### config.mk
export PLATFORM = sky130hd
export DESIGN_NAME = ripple_arith_unit
export DESIGN_NICKNAME = d
export VERILOG_FILES = /design/src/rtl/ripple_arith_unit.sv
export SDC_FILE = /design/constraint.sdc
export NUM_CORES = 1
export LEC_CHECK = 0
export ABC_CLOCK_PERIOD_IN_PS = 11500
export BUFFER_PORTS_ARGS = -buffer_cell sky130_fd_sc_hd__buf_2
export CORE_ASPECT_RATIO = 0.8
export CORE_MARGIN = 8
export CORE_UTILIZATION = 40
export DETAILED_ROUTE_END_ITERATION = 16
export GPL_TIMING_DRIVEN = 1
export PLACE_DENSITY = 0.67
export SYNTH_ARGS = -nofsm -noshare
export SYNTH_HDL_FRONTEND = slang
export SYNTH_SLANG_ARGS = --single-unit
### constraint.sdc
create_clock -name vclk -period 11.5
set_clock_uncertainty 0.05 [all_clocks]
set_input_delay 1.725 -clock vclk [all_inputs]
set_output_delay 1.725 -clock vclk [all_outputs]
set_load 0.02 [all_outputs]
### src/rtl/ripple_arith_unit.sv
module rau_full_add (
  input  logic x,
  input  logic y,
  input  logic ci,
  output logic s,
  output logic co
);
  logic p;
  assign p  = x ^ y;
  assign s  = p ^ ci;
  assign co = (x & y) | (p & ci);
endmodule

module rau_half_add (
  input  logic x,
  input  logic y,
  output logic s,
  output logic co
);
  assign s  = x ^ y;
  assign co = x & y;
endmodule

module rau_ones_add (
  input  logic x,
  input  logic ci,
  output logic s,
  output logic co
);
  assign s  = x ^ ci ^ 1'b1;
  assign co = x | ci;
endmodule

module ripple_arith_unit #(
  parameter int W = 8
) (
  input  logic [W-1:0] a,
  input  logic [W-1:0] b,
  input  logic         cin,
  input  logic [1:0]   fsel,
  input  logic         mode,
  output logic [W-1:0] d,
  output logic         cout
);
  logic [W-1:0] b_x, s_as, s_inc, s_dec;
  logic [W:0]   c_as, c_inc, c_dec;

  assign b_x      = b ^ {W{mode}};
  assign c_as[0]  = mode;
  assign c_inc[0] = cin;
  assign c_dec[0] = cin;

  for (genvar i = 0; i < W; i++) begin : g_bit
    rau_full_add u_as  (.x(a[i]), .y(b_x[i]), .ci(c_as[i]), .s(s_as[i]),  .co(c_as[i+1]));
    rau_half_add u_inc (.x(a[i]), .y(c_inc[i]),            .s(s_inc[i]), .co(c_inc[i+1]));
    rau_ones_add u_dec (.x(a[i]), .ci(c_dec[i]),           .s(s_dec[i]), .co(c_dec[i+1]));
  end

  always_comb begin
    case (fsel)
      2'd0:    begin d = s_as;  cout = c_as[W];  end
      2'd1:    begin d = s_inc; cout = c_inc[W]; end
      2'd2:    begin d = s_dec; cout = c_dec[W]; end
      default: begin d = a;     cout = 1'b0;     end
    endcase
  end
endmodule


## Yosys cells after proc, flatten, opt, wreduce, memory -nomap -nowiden

Index checks and enable logic that the tools add are counted.

| word-level totals | value |
|---|---|
| register bits | 0 |
| output and inout port bits | 9 |
| bits of input ports | 20 |
| logic and storage cells | 85 |

| cells by class | value |
|---|---|
| bitwise gates (word level) | 80 |
| multiplexer cells | 2 |
| reduce and logical (&&, ||, !) cells | 1 |
| equality and inequality tests | 2 |

Operators by type and width:

| kind | count |
|---|---|
| $xor A1 B1 Y1 | 31 |
| $and A1 B1 Y1 | 24 |
| $pmux W8 S3 | 1 |
| $or A1 B1 Y1 | 16 |
| $not A1 Y1 | 8 |
| $xor A8 B8 Y8 | 1 |
| $pmux W1 S3 | 1 |
| $eq A2 B1 Y1 const B | 1 |
| $eq A2 B2 Y1 const B | 1 |
| $logic_not A2 Y1 | 1 |

## Depth between registers and ports, before layout

| logic depth | value |
|---|---|
| depth in word-level cells | 19 |
| mapped depth | 11 |
| gate-level depth less buffers | 11 |

## By module

A second synthesis with hierarchy kept.

| unflattened totals | value |
|---|---|
| cells, all modules | 78 |
| area, all modules | 774.5 um^2 |

By module, submodules not included:

| module | cells an instance | area each (um^2) | times used | sequential area each (um^2) |
|---|---|---|---|---|
| ripple_arith_unit | 22 | 294.0 | 1 | 0.0 |
| rau_ones_add | 5 | 27.5 | 8 | 0.0 |
| rau_full_add | 1 | 20.0 | 8 | 0.0 |
| rau_half_add | 1 | 12.5 | 8 | 0.0 |

## Worst setup path after synthesis

OpenSTA, ideal clock, no wires.

| path | value |
|---|---|
| kind | input port to output port |
| from | in mode |
| to | out d[7] |
| path slack | 4.341 ns |
| stages on the path | 10 |
| buffers on the path | 1 |
| arrival | 5.384 ns |
| data required time | 9.725 ns |
| cell sequence | buf_2 > mux2_2 > fa_1 > fa_1 > fa_1 > fa_1 > fa_1 > fa_1 > fa_1 > mux4_2 |

| between the ends | value |
|---|---|
| word-level cells in the longest chain between the ends | 18 |

RTL lines:

| item | RTL line | RTL |
|---|---|---|
| from (decl) | 41 | `input logic mode,` |
| $xor A8 B8 Y8 | 48 | `assign b_x = b ^ {W{mode}};` |
| $xor A1 B1 Y1 | 9 | `assign p = x ^ y;` |
| $and A1 B1 Y1 | 11 | `assign co = (x & y) \| (p & ci);` |
| $or A1 B1 Y1 | 11 |  |
| $and A1 B1 Y1 | 11 |  |
| $or A1 B1 Y1 | 11 |  |
| $and A1 B1 Y1 | 11 |  |
| $or A1 B1 Y1 | 11 |  |
| (+2 left out) | n/a |  |
| $and A1 B1 Y1 | 11 |  |
| $or A1 B1 Y1 | 11 |  |
| $and A1 B1 Y1 | 11 |  |
| $or A1 B1 Y1 | 11 |  |
| $and A1 B1 Y1 | 11 |  |
| $or A1 B1 Y1 | 11 |  |
| $xor A1 B1 Y1 * | 10 | `assign s = p ^ ci;` |
| $pmux W8 S3 * | 60 | `case (fsel)` |
| to (decl) | 42 | `output logic [W-1:0] d,` |

Mark *: on every way between the ends. The rest lies on a longest branch, timed or not.

## Worst setup path in the final report

Ends and elaborated chain as after synthesis.

==> impl_metrics.py <==
metrics = {
    "drt": {
        "route.met3.wl_um": 105,
        "detail_route.iter0.violations": 9,
        "wl_per_cell_um": 13.5,
        "final_antenna_net_count": 0,
        "viasPerCell": 4.97,
        "dr.max_layer_used": "met3",
        "detailroute.via_count": 581,
        "dr_pass1_iterations": 2,
        "met2WireLength_um": 768,
        "routed_wirelength_um": 1580,
        "detail_route.drc_violations": 0,
        "wirelength_met1_um": 701,
    },
    "global_route": {
        "grt_start_max_net_pins": 13,
        "grt_first_pass_wirelength_um": 2790,
        "number_of_antenna_violations_at_the_first_check_in_global_routing": 0,
        "first_global_vias": 632,
        "grtUsageTotal_pct": 9.51,
        "grt-ovfl-total": 0,
    },
    "die": {
        "design.die.area_mm2": 0.00350,
        "fp.coreArea_mm2": 0.00182,
        "die_h_um": 54.5,
        "placement_rows": 14,
        "initial_utilization_pct": 40.7,
        "fp.dieW_um": 64.2,
        "floorplan.io_pins": 29,
    },
    "run": {
        "max_cap_violations": 0,
    },
    "placed_design": {
        "post_dp_hpwl_um": 1450,
        "place_area_um2": 890,
        "port-buffer-count": 29,
        "globalplace.congestion": 0.779,
    },
    "final_layout": {
        "share_of_layout_cells_above_drive_strength_1_pct": 35.5,
        "flops_and_latches": 0,
        "finalInstanceArea_um2": 890,
        "n_clock_buffer": 0,
        "num-nets-final": 138,
        "final-seq-area_um2": 0,
        "layout-area-overhead-vs-synth_pct": 19.9,
        "insertedDiodeCount": 0,
        "mostFrequentLayoutCell": "buf_2",
        "layout.cells.most_common_list": "buf_2 (29), inv_1 (16), ha_1 (16)",
    },
    "outcome": {
        "outcome": "finished, final reports clean",
    },
    "sta": {
        "period_share_pct": 64.3,
        "fmax_achieved_mhz": 135,
        "setup_total_negative_slack_ns": 0,
        "rsz0062_at_grt": "false",
        "timing_worst_slew_pin_value_ns": 0.274,
        "timing.final.hold_violations": 0,
        "timing.max_slew.rel_slack_pct": 81.7,
        "fin_crit_ns": 7.39,
        "slew_limit_fails": 0,
        "setup_viol_count_final": 0,
    },
    "logic_synthesis": {
        "synthCells": 67,
        "yosysSeqAreaShare_pct": 0,
        "netlist-cell-type-count": 16,
        "syn-num-nets": 110,
        "synthesized_area_um2": 742,
        "synthesized_area_divided_by_synthesized_cell_count_um2": 11.1,
        "synth.yosys.warnings": 0,
    },
    "clocking": {
        "cts_resized": 0,
        "cts-hold-fix-buffers": 0,
        "cts.repair_timing.setup_buffer_count": 0,
    },
    "setup_path": {
        "worst_setup_path_startpoint": "mode",
        "worst_setup_ep_type": "output port",
        "category_of_the_worst_setup_path_launch_point": "input pin",
        "critPathMaxFanout": 8,
        "worstPathArrival_ns": 5.62,
        "worst-endpoint-required_ns": 9.73,
        "critical_path_class": "input pin to output port",
    },
    "power": {
        "vdd_drop_max_mv": 0.0242,
        "power_density_mw_per_mm2": 49.1,
        "leakagePower_nw": 0.513,
    },
    "worst_hold_path": {
        "holdCritStartpoint": "b[0]",
        "worst_hold_path.num_cells": 4,
        "worst_min_delay_path_class": "input pin to output port",
    },
}
[final timing paths]
check | endpoint | slack, ns
setup / recovery | d[7] | 4.11
hold / removal | d[0] | 3.82
[per-layer routing]
metal | GRT usage, % | vias to the layer above
met5 | 0 | -
met4 | 0 | 0
met3 | 1.84 | 0
met2 | 18.5 | 16
met1 | 11.5 | 282
li1 | - | 283
[area by class of cell]
| type | count | area [µm²] |
|---|---|---|
| fillers | 179 | 932 |
| inverters | 16 | 60.1 |
| repair buffers | 29 | 145 |
| well taps | 24 | 30.0 |
| multi-input cells | 48 | 654 |
[cell families (layout without fill, tap and decap cells)]
group	after synthesis	after routing	synth area share (%)
multiplexers	10	10	27.5
AO/OA/AOI/OAI	4	4	3.21
AND/OR/NAND/NOR	3	3	2.19
buffers and inverters	19	45	11.8
XOR/XNOR	8	8	9.44
adder cells (fa/ha/maj)	23	23	45.9
[cell usage after synthesis]
cell type	number	share of area (%)
ha_1	16	27
mux2i_1	2	2.7
nand2b_1	2	1.7
o22ai_1	1	0.84
xor2_1	7	8.3
mux2_2	1	1.5
nand2_1	1	0.51
a211oi_1	1	1.0
buf_2	1	0.67
inv_1	16	8.1
a21oi_1	2	1.3
mux4_2	3	9.1
buf_6	2	3.0
mux4_1	4	14
fa_1	7	19
xnor2_1	1	1.2
[critical path, stage by stage]
cell    delay [ns]
buf_2         0.17
mux2_2        0.29
fa_1          0.38
fa_1          0.39
fa_1          0.39
fa_1          0.39
fa_1          0.39
fa_1          0.42
fa_1          0.43
mux4_2        0.46
buf_2         0.17
[power breakdown]
part | switching [W] | internal (W) | total [W]
Clock | 0 | 0 | 0
Sequential | 0 | 0 | 0
Combinational | 0.0000229 | 0.0000209 | 0.0000437
[per-stage QoR]
step	setup WS [ns]	cells	hold WS [ns]	util [%]	power (W)
2_1_floorplan	4.34	67	3.61	-	0.0000296
3_3_place_gp	4.18	117	3.82	48.8	0.0000431
3_5_place_dp	4.09	117	3.83	48.8	0.0000443
4_1_cts	4.10	117	3.83	48.8	0.0000447
5_1_grt	4.00	117	3.85	48.8	0.0000492
6_report	4.11	117	3.82	48.8	0.0000437
No activity file was read; power rests on OpenSTA's default activity.
